--- src/rtl/btg_pkg.sv ---
package btg_pkg;

  typedef enum logic {
    ST_OPEN = 1'b0,
    ST_HOLD = 1'b1
  } gap_state_e;

  // Decide whether the bus needs idle cycles before the next access.
  function automatic logic gap_needed(
    input logic have_prev,
    input logic prev_wr,
    input logic prev_dyn,
    input logic next_wr,
    input logic next_dyn
  );
    logic kind_change;
    logic rd_to_wr;
    kind_change = prev_dyn ^ next_dyn;
    rd_to_wr    = !prev_dyn && !next_dyn && !prev_wr && next_wr;
    return have_prev && (kind_change || rd_to_wr);
  endfunction

  // True when the incoming chip select owns the gap length.
  function automatic logic use_incoming_cs(
    input logic prev_dyn,
    input logic next_dyn
  );
    return prev_dyn && !next_dyn;
  endfunction

  // Idle cycles that a programmed field value stands for.
  function automatic int unsigned turn_cycles(input int unsigned field);
    return field + 1;
  endfunction

endpackage

--- src/rtl/btg_regfile.sv ---
module btg_regfile #(
  parameter int NUM_CS    = 4,
  parameter int CNT_W     = 4,
  parameter int DATA_W    = 32,
  parameter int ADDR_W    = 3,
  parameter int RESET_CNT = 15,
  localparam int IDX_W    = (NUM_CS > 1) ? $clog2(NUM_CS) : 1
) (
  input  logic                    clk,
  input  logic                    rst_n,
  input  logic                    wr_en,
  input  logic                    quiet,
  input  logic [ADDR_W-1:0]       addr,
  input  logic [CNT_W-1:0]        wfield,
  output logic [DATA_W-1:0]       rdata,
  input  logic [IDX_W-1:0]        lut_cs,
  output logic [CNT_W-1:0]        lut_cnt,
  output logic [NUM_CS*CNT_W-1:0] cnt_flat
);

  logic [CNT_W-1:0] cnt_q [NUM_CS];
  logic             addr_hit;
  logic [IDX_W-1:0] addr_idx;
  logic             wr_accept;

  assign addr_hit  = (int'(addr) < NUM_CS);
  assign addr_idx  = addr[IDX_W-1:0];
  assign wr_accept = wr_en && quiet && addr_hit;

  for (genvar i = 0; i < NUM_CS; i++) begin : g_cnt
    always_ff @(posedge clk or negedge rst_n) begin
      if (!rst_n) begin
        cnt_q[i] <= CNT_W'(RESET_CNT);
      end else if (wr_accept && (addr_idx == IDX_W'(i))) begin
        cnt_q[i] <= wfield;
      end
    end
    assign cnt_flat[i*CNT_W +: CNT_W] = cnt_q[i];
  end

  always_comb begin
    rdata = '0;
    if (addr_hit) begin
      rdata[CNT_W-1:0] = cnt_q[addr_idx];
    end
  end

  assign lut_cnt = cnt_q[lut_cs];

endmodule

--- src/rtl/btg_history.sv ---
module btg_history #(
  parameter int CS_W = 2
) (
  input  logic            clk,
  input  logic            rst_n,
  input  logic            grant,
  input  logic [CS_W-1:0] req_cs,
  input  logic            req_wr,
  input  logic            req_dyn,
  output logic            have_prev,
  output logic [CS_W-1:0] prev_cs,
  output logic            prev_wr,
  output logic            prev_dyn
);

  always_ff @(posedge clk or negedge rst_n) begin
    if (!rst_n) begin
      have_prev <= 1'b0;
      prev_cs   <= '0;
      prev_wr   <= 1'b0;
      prev_dyn  <= 1'b0;
    end else if (grant) begin
      have_prev <= 1'b1;
      prev_cs   <= req_cs;
      prev_wr   <= req_wr;
      prev_dyn  <= req_dyn;
    end
  end

endmodule

--- src/rtl/btg_gap_timer.sv ---
module btg_gap_timer
  import btg_pkg::*;
#(
  parameter int LEN_W = 5
) (
  input  logic             clk,
  input  logic             rst_n,
  input  logic             req_valid,
  input  logic             need,
  input  logic [LEN_W-1:0] len,
  output logic             grant,
  output logic             busy
);

  gap_state_e       state_q;
  logic [LEN_W-1:0] left_q;
  logic             start_gap;

  assign start_gap = (state_q == ST_OPEN) && req_valid && need;

  always_comb begin
    if (state_q == ST_OPEN) begin
      grant = req_valid && !need;
      busy  = start_gap;
    end else begin
      grant = req_valid && (left_q == '0);
      busy  = (left_q != '0);
    end
  end

  always_ff @(posedge clk or negedge rst_n) begin
    if (!rst_n) begin
      state_q <= ST_OPEN;
      left_q  <= '0;
    end else if (start_gap) begin
      state_q <= ST_HOLD;
      left_q  <= len - LEN_W'(1);
    end else if (state_q == ST_HOLD) begin
      if (left_q != '0) begin
        left_q <= left_q - LEN_W'(1);
      end else if (grant) begin
        state_q <= ST_OPEN;
      end
    end
  end

endmodule

--- src/rtl/bus_turn_gap.sv ---
module bus_turn_gap
  import btg_pkg::*;
#(
  parameter int NUM_CS    = 4,
  parameter int CNT_W     = 4,
  parameter int DATA_W    = 32,
  parameter int ADDR_W    = 3,
  parameter int RESET_CNT = 15,
  localparam int CS_W     = (NUM_CS > 1) ? $clog2(NUM_CS) : 1,
  localparam int LEN_W    = CNT_W + 1
) (
  input  logic              clk,
  input  logic              rst_n,
  input  logic              cfg_wr,
  input  logic [ADDR_W-1:0] cfg_addr,
  input  logic [DATA_W-1:0] cfg_wdata,
  output logic [DATA_W-1:0] cfg_rdata,
  input  logic              ctl_quiet,
  input  logic              req_valid,
  input  logic [CS_W-1:0]   req_cs,
  input  logic              req_write,
  input  logic              req_dyn,
  output logic              req_grant,
  output logic              gap_busy
);

  // Named internal events, visible to the bound checker.
  logic                    have_prev;
  logic [CS_W-1:0]         prev_cs;
  logic                    prev_wr;
  logic                    prev_dyn;
  logic                    need_gap;
  logic [CS_W-1:0]         len_cs;
  logic [CNT_W-1:0]        len_field;
  logic [LEN_W-1:0]        gap_len;
  logic [NUM_CS*CNT_W-1:0] btc_flat;
  logic                    unused_wdata_hi;

  assign unused_wdata_hi = ^cfg_wdata[DATA_W-1:CNT_W];

  btg_regfile #(
    .NUM_CS   (NUM_CS),
    .CNT_W    (CNT_W),
    .DATA_W   (DATA_W),
    .ADDR_W   (ADDR_W),
    .RESET_CNT(RESET_CNT)
  ) u_regs (
    .clk     (clk),
    .rst_n   (rst_n),
    .wr_en   (cfg_wr),
    .quiet   (ctl_quiet),
    .addr    (cfg_addr),
    .wfield  (cfg_wdata[CNT_W-1:0]),
    .rdata   (cfg_rdata),
    .lut_cs  (len_cs),
    .lut_cnt (len_field),
    .cnt_flat(btc_flat)
  );

  btg_history #(.CS_W(CS_W)) u_hist (
    .clk      (clk),
    .rst_n    (rst_n),
    .grant    (req_grant),
    .req_cs   (req_cs),
    .req_wr   (req_write),
    .req_dyn  (req_dyn),
    .have_prev(have_prev),
    .prev_cs  (prev_cs),
    .prev_wr  (prev_wr),
    .prev_dyn (prev_dyn)
  );

  assign need_gap = gap_needed(have_prev, prev_wr, prev_dyn, req_write, req_dyn);
  assign len_cs   = use_incoming_cs(prev_dyn, req_dyn) ? req_cs : prev_cs;
  assign gap_len  = LEN_W'(turn_cycles(int'(len_field)));

  btg_gap_timer #(.LEN_W(LEN_W)) u_timer (
    .clk      (clk),
    .rst_n    (rst_n),
    .req_valid(req_valid),
    .need     (need_gap),
    .len      (gap_len),
    .grant    (req_grant),
    .busy     (gap_busy)
  );

endmodule

--- config.mk ---
export PLATFORM = sky130hd
export DESIGN_NAME = bus_turn_gap
export DESIGN_NICKNAME = d
export VERILOG_FILES = /design/src/rtl/btg_pkg.sv /design/src/rtl/btg_regfile.sv /design/src/rtl/btg_history.sv /design/src/rtl/btg_gap_timer.sv /design/src/rtl/bus_turn_gap.sv
export SDC_FILE = /design/constraint.sdc
export NUM_CORES = 1
export LEC_CHECK = 0
export BUFFER_PORTS_ARGS = -buffer_cell sky130_fd_sc_hd__buf_4
export CORE_ASPECT_RATIO = 0.75
export CORE_MARGIN = 5
export CORE_UTILIZATION = 40
export CTS_CLUSTER_DIAMETER = 50
export CTS_CLUSTER_SIZE = 20
export DETAILED_ROUTE_END_ITERATION = 6
export PLACE_DENSITY_LB_ADDON = 0.15
export RECOVER_POWER = 25
export SLEW_MARGIN = 20
export SYNTH_ARGS = -nofsm -noshare
export SYNTH_HDL_FRONTEND = slang
export SYNTH_SLANG_ARGS = --single-unit
--- constraint.sdc ---
create_clock -name clk -period 4.5 [get_ports clk]
set_input_delay 0.675 -clock clk [delete_from_list [all_inputs] [get_ports clk]]
set_output_delay 0.675 -clock clk [all_outputs]
set_load 0.1 [all_outputs]
Word level (Yosys, flattened, before mapping)
Index checks and enable logic that the tools add are counted.
W data, S select, Z words.
Word-level totals
  flip-flop bits (word level): 27
  bits of input ports: 44
  output and inout bits: 34
  logic and storage cells: 66
Operators by class
  add/sub/neg operators: 3
  magnitude comparators: 3
  equal/unequal tests: 3
  muxes and demuxes: 17
  bitwise operators: 4
  reduce and logical (&&, ||, !) cells: 26
Operators by type and width (number)
  $mux W4: 5
  $bmux W4 S2: 2
  $logic_and A1 B1 Y1: 15
  $mux W5: 3
  $sub A5 B1 Y5 const B: 2
  $ge A3 B3 Y1 const B: 2
  $mux W1: 6
  $not A2 Y3: 2
  $add A4 B1 Y5 const B: 1
  $logic_not A5 Y1: 1
  $reduce_bool A5 Y1: 1
  $eq A2 B2 Y1 const B: 2
  $logic_not A1 Y1: 4
  $reduce_bool A2 Y1: 2
  $lt A3 B3 Y1 const B: 1
  $eq A2 B1 Y1 const B: 1
  $logic_not A2 Y1: 1
  $mux W2: 1
  $reduce_and A2 Y1: 1
  $logic_or A1 B1 Y1: 1
  $not A1 Y1: 1
  $xor A1 B1 Y1: 1

Longest topological paths before layout
  depth in word-level cells: 13
  mapped depth: 7
  mapped depth without buffers: 6

By module
Synthesis repeated with hierarchy kept, for this count alone.
Second synthesis, totals
  cells, all modules: 155
  area, all modules: 1883.1 µm²
By module, submodules not included
  btg_regfile: times used 1, cells an instance 83, area an instance 1119.8 µm², sequential area each 420.4 µm²
  btg_gap_timer: times used 1, cells an instance 48, area an instance 470.5 µm², sequential area each 150.1 µm²
  btg_history: times used 1, cells an instance 10, area an instance 176.4 µm², sequential area each 125.1 µm²
  bus_turn_gap: times used 1, cells an instance 14, area an instance 116.4 µm², sequential area each 0.0 µm²

Worst setup path after synthesis
No wires, ideal clock.
  kind: input -> output
  start point: input cfg_addr[1]
  end point: output cfg_rdata[2]
  data arrival time: 2.575 ns
  required time: 3.825 ns
  slack: 1.250 ns
  stages: 3
  buffers on the path: 1
  cells stage by stage: clkbuf_1 > mux4_2 > nor2b_1
On the way
  word-level cells in the longest chain between the ends: 5
  elaborated cells on any way between the ends: 6
  those cells by class: order compare (1); mux (4); bitwise (1)
Ends and longest elaborated chain
  from (decl): RTL line bus_turn_gap.sv:15  | input logic [ADDR_W-1:0] cfg_addr,
  $not A2 Y3 (implied by the code): RTL line btg_regfile.sv:44  | rdata[CNT_W-1:0] = cnt_q[addr_idx];
  $bmux W4 S2: RTL line btg_regfile.sv:44
  $mux W4 (implied by the code) (2 in a row): RTL line btg_regfile.sv:44
  $mux W4 (*): RTL line btg_regfile.sv:43  | if (addr_hit) begin
  to (decl): RTL line bus_turn_gap.sv:17  | output logic [DATA_W-1:0] cfg_rdata,
Mark *: on every way between the ends. The rest lies on a longest branch, timed or not. The select of a mux whose other input is x is not followed.

Final worst setup path
  start point: register u_timer.left_q[0]
  end point: output req_grant
On the way
  word-level cells in the longest chain between the ends: 3
Ends and longest elaborated chain
  from (decl): RTL line btg_gap_timer.sv:16  | logic [LEN_W-1:0] left_q;
  from (signal assigned): RTL line btg_gap_timer.sv:37  | left_q <= len - LEN_W'(1);
  from (signal assigned): RTL line btg_gap_timer.sv:40  | left_q <= left_q - LEN_W'(1);
  $logic_not A5 Y1: RTL line btg_gap_timer.sv:26  | grant = req_valid && (left_q == '0);
  $logic_and A1 B1 Y1: RTL line btg_gap_timer.sv:26
  $mux W1: RTL line btg_gap_timer.sv:22  | if (state_q == ST_OPEN) begin
  to (decl): RTL line bus_turn_gap.sv:23  | output logic req_grant,
No other way between the ends.

==> flow_summary.json <==
{
  "ant_nets": 0,
  "coreArea_mm2": 0.00408,
  "clock_latency_ps": 270,
  "utilization_pct": 45.7,
  "gp_congestion": 0.738,
  "cts_buffer_depth": 2,
  "post_cts_buffers": 0,
  "antenna_found_initial": 0,
  "design.portCount": 78,
  "grt_remaining_overflow": 0,
  "grt_pass1_wl_um": 5290,
  "synth.top_cells.by_count": "buf_4, mux2_2, dfstp_2, dfrtp_1, inv_1",
  "powerDensity_mw_per_mm2": 583,
  "slew_viol_final": 0,
  "crit_arrival_ps": 2110,
  "worst_pin_slew_ps": 1430,
  "ys_ff_latch": 27,
  "synth_seq_area_share_pct": 40.7,
  "leakagePower_nw": 0.834,
  "seq_power_share_pct": 37.4,
  "cp_top_family": "compound AO/OA/AOI/OAI gates",
  "row_count": 20,
  "syn_area_per_cell_um2": 12.0,
  "rsz0062_at_grt": "no",
  "dr.first_iter.drc_count": 23,
  "whs_ps": 501,
  "fin_nets": 213,
  "max-vdd-ir-drop_v": 0.000243,
  "status": "finished clean",
  "switching_share_pct": 43.2,
  "slowest_delay_ps": 390,
  "skew_ps": 5.18,
  "placed_cell_area_mm2": 0.00182,
  "synth_area_leaders": "dfstp_2, dfrtp_1, mux2_2, buf_4, mux4_2",
  "syn_to_final_growth_pct": 9.00,
  "clock_sinks": 27,
  "netlist_instances": 143,
  "die_area_mm2": 0.00569,
  "track_usage_pct": 11.9,
  "via_per_inst": 4.82,
  "use_met2_pct": 23.3,
  "ctsResizeCount": 0,
  "post-synth-top-area-cell": "dfstp_2",
  "cpMostUsedCell": "inv_1",
  "cts_made_buffers": 3,
  "clockRootBuffer": "clkbuf_8",
  "crit_buf_inv": 3,
  "grt-busiest-layer": "met2",
  "p_clk_share_pct": 12.6,
  "setup_viol": 0,
  "htreeDepth": 1,
  "yosysMostFrequentCell": "buf_4",
  "combPwrFrac_pct": 50.0,
  "grt_max_degree": 28,
  "end_kind": "output pin",
  "drive_above_1_share_pct": 41.5,
  "worstPathCellList": "inv_1 -> ha_1 -> inv_1 -> o41ai_2 -> o311a_1 -> buf_4",
  "num-fill-cells": 389,
  "synth_cell_types": 36,
  "gr-usage-met1_pct": 12.7,
  "met3_usage_pct": 3.71,
  "cts_tree": "built",
  "finalCritPeriodShare_pct": 62.0,
  "ys.flop_type": "dfstp_2",
  "tns_ps": 0,
  "cap_violations": 0,
  "synth_top_area_share_pct": 24.6,
  "worst_slack_ps": 1710,
  "total_power_mw": 1.09,
  "die_h_um": 66.6,
  "fin_crit_ps": 2790,
  "synthArstFlopShare_pct": 100,
  "drc": 0,
  "dp_cells": 215,
  "ctsHoldBuffers": 0,
  "ys_warn_count": 0,
  "drt-pass1-iter-count": 4,
  "clkTransAtPathRegs_ps": 90,
  "slew-limit-headroom_pct": 4.56,
  "fmax_mhz": 359,
  "dp_hpwl_um": 2460,
  "cp.required_ps": 3830,
  "netlist_area_mm2": 0.00171,
  "port_buffers": 21,
  "dieWidth_um": 85.5,
  "start_util_pct": 41.9,
  "path_class": "reg -> out",
  "p_int_uw": 617,
  "hold_violations": 0,
  "pre_cts_ws_ps": 1890,
  "grt_pass1_vias": 1138,
  "worst_setup_path_start_kind": "register",
  "fin_cells": 219,
  "synth_edf_count": 0,
  "wl_um": 3190,
  "postLayoutCellArea_mm2": 0.00186,
  "diodes": 0,
  "hold_path.class": "reg -> reg",
  "cp_max_fo": 6,
  "slowest_stage": "dfrtp_1",
  "wire_per_inst_um": 14.6,
  "vias": 1055,
  "power.switching_uw": 469
}
==> power by group through the flow <==
stage	logic, mW	clock network (mW)	registers, mW
floorplan	0.478	0	0.388
global placement	0.536	0	0.405
detailed placement	0.547	0	0.411
CTS	0.549	0.143	0.407
global route	0.587	0.152	0.421
finish	0.543	0.136	0.406
==> path summary, 6_finish.rpt <==
| path | slack, ps | cells past startpoint | from | end |
|---|---|---|---|---|
| setup / recovery | 1710 | 6 | u_timer.left_q[0] | req_grant |
| hold / removal | 500 | 1 | u_hist.have_prev | u_hist.have_prev |
| setup reg to reg | 2520 | 6 | u_timer.left_q[0] | u_hist.prev_cs[1] |
| hold reg to reg | 500 | 1 | u_hist.have_prev | u_hist.have_prev |
| max in group asynchronous | 2950 | 1 | rst_n | u_hist.prev_cs[1] |
| min in group asynchronous | 720 | 1 | rst_n | u_timer.left_q[3] |
==> cell families (layout without fill, tap and decap cells) <==
family	count (synthesis)	count (layout)	share of synthesized area, %
buffers and inverters	39	33	15.0
muxes	32	32	27.0
and+or+nand+nor	29	29	9.52
DFF	27	27	40.7
AOI/OAI and AO/OA	10	10	4.10
adders and majority gates	4	4	2.93
other	1	28	0.219
xor gates and xnor gates	1	1	0.513
==> per-layer routing <==
metal  share of wire, %  vias up
met4               0.50        0
met1                 40      531
met2                 53       30
met3                6.3        4
met5                  0        -
li1                   -      490
==> worst reg2reg max path: stages, from the launching register on <==
cell and delay, ps:
dfrtp_1 390, inv_1 120, ha_1 180, inv_1 60
o41ai_2 370, o311a_1 380, mux2_2 370
==> placed cells by master, fill, tap and decap left out, drive strengths merged <==
cell type	count
nand3	2
o21a	1
a211oi	1
and2	1
a21oi	1
nand2b	1
and3	1
conb	28
o41ai	1
or2	1
nor3b	2
dfstp	16
and3b	2
ha	4
mux2i	3
inv	7
nand2	5
a211o	1
nor2	4
clkbuf	5
nand4	1
o211ai	1
o311a	1
or3	1
dfrtp	11
mux4	8
nand3b	1
nor3	2
o21ai	3
mux2	21
nor2b	5
buf	21
xnor2	1
==> cell type report <==
class	instances	area [µm²]	area share, %
Inverter	7	26.3	1.41
Timing Repair Buffer	22	161	8.66
Multi-Input combinational cell	104	866	46.5
Clock buffer	4	45.0	2.42
Tap cell	55	68.8	3.69
Sequential cell	27	696	37.3
==> sequential cells by signal, indices dropped and copies added, names as in the netlist <==
signal / count
u_regs.cnt_flat: 16
u_timer.left_q: 5
u_hist.prev_cs: 2
u_hist.have_prev: 1
u_hist.prev_dyn: 1
u_hist.prev_wr: 1
u_timer.state_q: 1
(Power assumes the default switching activity.)
